`config.mk`:
```
export PLATFORM = sky130hd
export DESIGN_NAME = serial_ctrl_latch
export DESIGN_NICKNAME = d
export VERILOG_FILES = /design/src/rtl/scl_pkg.sv /design/src/rtl/scl_sync.sv /design/src/rtl/scl_shift.sv /design/src/rtl/scl_latch.sv /design/src/rtl/serial_ctrl_latch.sv
export SDC_FILE = /design/constraint.sdc
export NUM_CORES = 1
export LEC_CHECK = 0
export BUFFER_PORTS_ARGS = -buffer_cell sky130_fd_sc_hd__buf_2
export CORE_AREA = 10 10 47 49
export CTS_CLUSTER_DIAMETER = 150
export DETAILED_ROUTE_END_ITERATION = 10
export DIE_AREA = 0 0 57 59
export HOLD_SLACK_MARGIN = 0.06
export PLACE_DENSITY = 0.69
export SKIP_LAST_GASP = 1
export SLEW_MARGIN = 25
export SYNTH_ARGS = -nofsm -noshare
export SYNTH_HDL_FRONTEND = slang
export SYNTH_SLANG_ARGS = --single-unit
```
`constraint.sdc`:
```
create_clock -name clk -period 1.7 [get_ports clk]
set_input_delay 0.085 -clock clk [delete_from_list [all_inputs] [get_ports clk]]
set_output_delay 0.085 -clock clk [all_outputs]
set_load 0.02 [all_outputs]
```
`src/rtl/scl_pkg.sv`:
```
package scl_pkg;
  // Index of each wire inside the synchronized pin vector
  localparam int PIN_DATA = 0;
  localparam int PIN_SCK  = 1;
  localparam int PIN_LD   = 2;
  localparam int PIN_CNT  = 3;

  // Events presented to the shift and latch stages, all in the clk domain
  typedef struct packed {
    logic data;      // synchronized data level, aligned with the clock chain
    logic sck_rise;  // one-cycle pulse on a shift clock rising edge
    logic ld_rise;   // one-cycle pulse on a load strobe rising edge
  } ser_evt_t;
endpackage

```
`src/rtl/scl_sync.sv`:
```
module scl_sync
  import scl_pkg::*;
#(
  parameter int STAGES = 2
) (
  input  logic                clk,
  input  logic                rst,
  input  logic [PIN_CNT-1:0]  pins_i,
  output ser_evt_t            evt_o
);
  localparam int LAST = STAGES - 1;

  logic [STAGES-1:0][PIN_CNT-1:0] chain;
  logic [PIN_CNT-1:0]             prev;
  logic [PIN_CNT-1:0]             rise;

  // Synchronizer chain: every wire passes through the same depth so the
  // data level stays aligned with the clock edge that samples it.
  always_ff @(posedge clk) begin
    if (rst) begin
      chain <= '0;
      prev  <= '0;
    end else begin
      chain[0] <= pins_i;
      for (int s = 1; s < STAGES; s++) chain[s] <= chain[s-1];
      prev <= chain[LAST];
    end
  end

  assign rise = chain[LAST] & ~prev;

  assign evt_o.data     = chain[LAST][PIN_DATA];
  assign evt_o.sck_rise = rise[PIN_SCK];
  assign evt_o.ld_rise  = rise[PIN_LD];


  sck_pulse_single_chk: assert property (@(posedge clk) disable iff (rst)
    evt_o.sck_rise |=> !evt_o.sck_rise);


  ld_pulse_single_chk: assert property (@(posedge clk) disable iff (rst)
    evt_o.ld_rise |=> !evt_o.ld_rise);
endmodule

```
`src/rtl/scl_shift.sv`:
```
module scl_shift #(
  parameter int WORD_W = 4
) (
  input  logic              clk,
  input  logic              rst,
  input  logic              shift_en,
  input  logic              din,
  output logic [WORD_W-1:0] word_o
);
  logic [WORD_W-1:0] sreg;

  // New bits enter at bit 0, so the first bit sent ends at the top
  always_ff @(posedge clk) begin
    if (rst)           sreg <= '0;
    else if (shift_en) sreg <= {sreg[WORD_W-2:0], din};
  end

  assign word_o = sreg;


  shift_idle_chk: assert property (@(posedge clk) disable iff (rst)
    !shift_en |=> $stable(sreg));


  shift_order_chk: assert property (@(posedge clk) disable iff (rst)
    shift_en |=> (sreg[0] == $past(din)) &&
                 (sreg[WORD_W-1:1] == $past(sreg[WORD_W-2:0])));
endmodule

```
`src/rtl/scl_latch.sv`:
```
module scl_latch #(
  parameter int WORD_W = 4
) (
  input  logic              clk,
  input  logic              rst,
  input  logic              load_en,
  input  logic [WORD_W-1:0] word_i,
  output logic [WORD_W-1:0] q_o
);
  always_ff @(posedge clk) begin
    if (rst)          q_o <= '0;
    else if (load_en) q_o <= word_i;
  end


  reset_safe_chk: assert property (@(posedge clk)
    rst |=> (q_o == '0));


  latch_hold_chk: assert property (@(posedge clk) disable iff (rst)
    !load_en |=> $stable(q_o));


  latch_take_chk: assert property (@(posedge clk) disable iff (rst)
    load_en |=> (q_o == $past(word_i)));
endmodule

```
`src/rtl/serial_ctrl_latch.sv`:
```
module serial_ctrl_latch
  import scl_pkg::*;
#(
  parameter int WORD_W      = 4,
  parameter int SYNC_STAGES = 2
) (
  input  logic              clk,
  input  logic              rst,
  input  logic              ser_data_i,
  input  logic              ser_sck_i,
  input  logic              ser_load_i,
  output logic [WORD_W-1:0] ctl_q_o
);
  logic [PIN_CNT-1:0] pins;
  ser_evt_t           evt;
  logic [WORD_W-1:0]  shifted;

  always_comb begin
    pins           = '0;
    pins[PIN_DATA] = ser_data_i;
    pins[PIN_SCK]  = ser_sck_i;
    pins[PIN_LD]   = ser_load_i;
  end

  scl_sync #(.STAGES(SYNC_STAGES)) u_sync (
    .clk    (clk),
    .rst    (rst),
    .pins_i (pins),
    .evt_o  (evt)
  );

  scl_shift #(.WORD_W(WORD_W)) u_shift (
    .clk      (clk),
    .rst      (rst),
    .shift_en (evt.sck_rise),
    .din      (evt.data),
    .word_o   (shifted)
  );

  scl_latch #(.WORD_W(WORD_W)) u_latch (
    .clk     (clk),
    .rst     (rst),
    .load_en (evt.ld_rise),
    .word_i  (shifted),
    .q_o     (ctl_q_o)
  );
endmodule

```
======== After elaboration in Yosys (flattened, before gate mapping) ========
Index checks and enable logic that the tools add are counted.
Widths: inputs -> output; s select.
word-level totals
  flip-flop bits (word level) ............. 17
  bits of input ports ..................... 5
  logic and storage cells ................. 7
operators by class
  bitwise logic cells ..................... 2
operator list
  cell         count
  $and 3x3->3  1
  $not 3->3    1

======== Logic depth before layout (Yosys ltp) ========
  depth in word-level cells ............... 2
  mapped depth ............................ 3
  gate-level depth less buffers ........... 2

======== Hierarchy ========
A second synthesis with hierarchy kept.
second synthesis, totals
  cell total of the unflattened synthesis .. 45
  area total of the unflattened synthesis .. 510.5 um2
modules (own cells, without submodules)
  module     area each (um2)  cells each  instances
  scl_sync   230.2            19          1
  scl_latch  140.1            13          1
  scl_shift  140.1            13          1

======== Worst setup path before layout ========
No wires, ideal clock.
  kind .................................... flip-flop to flip-flop
  start ................................... register u_sync.chain[5] (netlist name)
  end ..................................... register u_latch.q_o[1]
  stages on the path, launching flop included .. 4
  setup slack ............................. 914 ps
  arrival ................................. 714 ps
  period minus slack after synthesis ...... 786 ps
  library setup time ...................... 72 ps
  buffers on the path ..................... 1
  cell sequence ........................... dfxtp_1 -> nor2b_1 -> buf_2 -> mux2i_1
between the ends
  cells in the longest elaborated chain, start to end .. 1
RTL lines
  element                 RTL line         source
  start: declaration      scl_sync.sv:13   logic [STAGES-1:0][PIN_CNT-1:0] chain;
  $and 3x3->3             scl_sync.sv:30   assign rise = chain[LAST] & ~prev;
  end signal: assignment  scl_latch.sv:12  else if (load_en) q_o <= word_i;
  end: declaration        scl_latch.sv:8   output logic [WORD_W-1:0] q_o
No other way between the ends.
A chain may end at the register's enable or synchronous reset.

======== Final worst setup path ========
  start ................................... register u_sync.chain[5] (netlist name)
  end ..................................... register u_latch.q_o[2]
The elaborated chain is that of the path after synthesis.

==> summary.txt <==
Place
  – Placed Area: slightly below 600 sq um
  – Routability Congestion: ~0.62
  – I/O Buffers: 8
  – Detailed Place HPWL: between 500 and 600 microns
  – Cell count after placement: 67

Floorplan
  – Row count: 14
  – Die ar.: around 0.0034 sq mm
  – Core area: ~0.0014 sq mm
  – Initial core utilization: 38.30%
  – Die Y: 59 microns
  – I/O pin count: 9
  – Die width: between 50 and 60 microns

CTS
  – Largest buffer count on any clock path: 2
  – Clock Latency Late Sink: roughly 0.27 ns
  – Htree depth: 1
  – Clock Tree Root: clkbuf_4
  – Number of buffers created by CTS: 3
  – Post-CTS setup repair buffer count: 0
  – Clk sinks: 16
  – CTS tree: built
  – Reg clk slew, reported paths: 0.08 ns

Timing
  – Final Hold Viols: 0
  – Worst-margin pin slew: between 0.4 and 0.5 ns
  – Relative slew slack: a little under three quarters
  – RSZ-0062 raised after global routing: no
  – Finish-stage setup viols: 0
  – Final setup skew: between 0.0015 and 0.002 ns
  – Peak Freq: 990.8 MHz
  – Setup TNS: 0 ns
  – Slew Viols, Final: 0
  – Hold_ws: roughly 0.15 ns
  – Tmin final: 1.009 ns
  – Final period utilization: between 50% and 60%

GRT
  – Gr ovfl total: 0
  – Met2 usage: slightly below 8%
  – Vias in the first global route: between 300 and 400
  – Met1 GRT Util: 5.711%
  – Tot GR Track Use: between 5 and 6%
  – Global-route track usage on met3: roughly 3.4%
  – First-pass GRT wire length: about 1.4 mm
  – Initial antenna violation count: 0
  – GRT Max-Usage Layer: met2
  – Largest net degree at the start of global routing: 18

Synthesis
  – Post-synth net total: 50
  – Syn. warnings: 0
  – Synth Instances: 45
  – Mapped Avg Cell Area: 11.93 sq um
  – Post-synthesis register bit count: 16
  – Yosys cell types: 9
  – Sequential area share after synthesis: between 50% and 60%
  – Synthesized cell area: 536.8 sq um

Setup path
  – Crit-path slowest cell: nor2b_1
  – Arrival @ worst endpoint: around 1.2 ns
  – CP cell instances: nor2b_1 > mux2i_1
  – Worst-path fanout max: 4
  – Worst setup SP type: flip-flop
  – Worst path top cell family by delay: simple AND/OR/NAND/NOR gates
  – CP Data Required Time: 1.90 ns
  – Crit path capture type: flip-flop
  – Setup CP Type: flip-flop to flip-flop
  – CP max stage delay: between 0.3 and 0.4 ns
  – WP buf/inv: 0

Min path
  – Worst hold path class: primary input to flip-flop

Power
  – Worst VDD drop: 0.5038 mV
  – Pwr per Cell Area: approximately 940 mW/mm^2
  – Pleak: ~0.26 nW

Route
  – Routed Antenna Nets: 0
  – Drt initial violations: 1
  – DRT Pass-1 Iters: 2
  – Avg WL per Cell: 10.60 microns
  – DR vias/cell: approximately 4.3
  – DRC Markers: 0
  – Post-Route WL: approximately 770 microns
  – Vias after detailed routing: 316

Layout
  – Antenna Cells: 0
  – Layout cells sized above 1: between 10% and 20%
  – Nets: between 60 and 70
  – P&R area growth vs syn: 17.95%
  – Final Util: between 40% and 50%
  – Final cell count without fillers: 73
  – Design area: 633.1 sq um

Job
  – Number of max-cap violations: 0

Outcome
  – Outcome: complete, no violations
-- worst reg2reg max path, stage by stage, from the launching register on --
cell     delay (ns)
dfxtp_1        0.32
nor2b_1        0.37
mux2i_1        0.24
-- state kept, by name, indices dropped and copies added (netlist names) --
signal          cells
u_latch.q_o         4
u_shift.word_o      4
u_sync.chain        5
u_sync.evt_o        1
u_sync.prev         2
-- placed cells by master, fill, tap and decap left out, drive strengths merged --
cell type and n:
and2b 1, buf 8, clkbuf 3, dfxtp 16, dlygate4sd3 3, mux2i 7
nand2b 8, nand4bb 1, nor2b 9, o21ai 1
-- report_power, final --
part | switching (mW) | internal (mW)
combinational | 0.0107 | 0.0184
clock | 0.101 | 0.0819
sequential | 0.00218 | 0.383
total | 0.114 | 0.483
-- logic make-up (layout without fill, tap and decap cells) --
| group | after synthesis | in the layout | synth area share [%] |
|---|---|---|---|
| flops | 16 | 16 | 59.67 |
| simple gates | 19 | 19 | 23.31 |
| compound gates | 1 | 1 | 0.9315 |
| mux | 7 | 7 | 13.05 |
| buf+inv | 2 | 14 | 3.029 |
-- routing by layer --
metal,up-vias,wire length (microns)
met4,0,0
met2,8,319
met1,138,388
met3,0,66
li1,170,-
met5,-,0
-- through the flow --
step,worst slack [ns],total power [mW]
4_1_cts,0.6734,0.6096
3_3_place_gp,0.7225,0.4176
5_1_grt,0.5644,0.6290
6_report,0.6907,0.5973
2_1_floorplan,0.9141,0.4129
3_5_place_dp,0.6998,0.4183
-- final timing paths --
kind | start | to | slack, ns | depth (start not counted)
worst max-delay path | u_sync.chain[5] | u_latch.q_o[2] | 0.69 | 2
worst min-delay path | rst | u_sync.prev[2] | 0.15 | 2
worst max register to register | u_sync.chain[5] | u_latch.q_o[2] | 0.69 | 2
worst min register to register | u_sync.chain[2] | u_sync.chain[5] | 0.44 | 1
-- layout make-up --
class / instances / area, sq um
fillers: 151 / 768.2
multi-input cells: 27 / 200.2
well taps: 16 / 20.02
repair buffers: 11 / 70.07
clock buffers: 3 / 22.52
flip-flops and latches: 16 / 320.3
-- cell usage after synthesis, drive strengths merged --
cell      n  area share (%)
dfxtp    16              60
nor2b     9              10
nand2b    8             9.3
mux2i     7              13
buf       2             3.0
and2b     1             1.4
nand4bb   1             2.1
o21ai     1            0.93
-- what timing repair did --
item                                    4_1_cts  5_1_grt
endpoints found under the hold margin         3        0
resized for setup                             0        0
hold buffers                                  3        0
endpoints found under the setup margin        0        0
(Power assumes the default switching activity.)
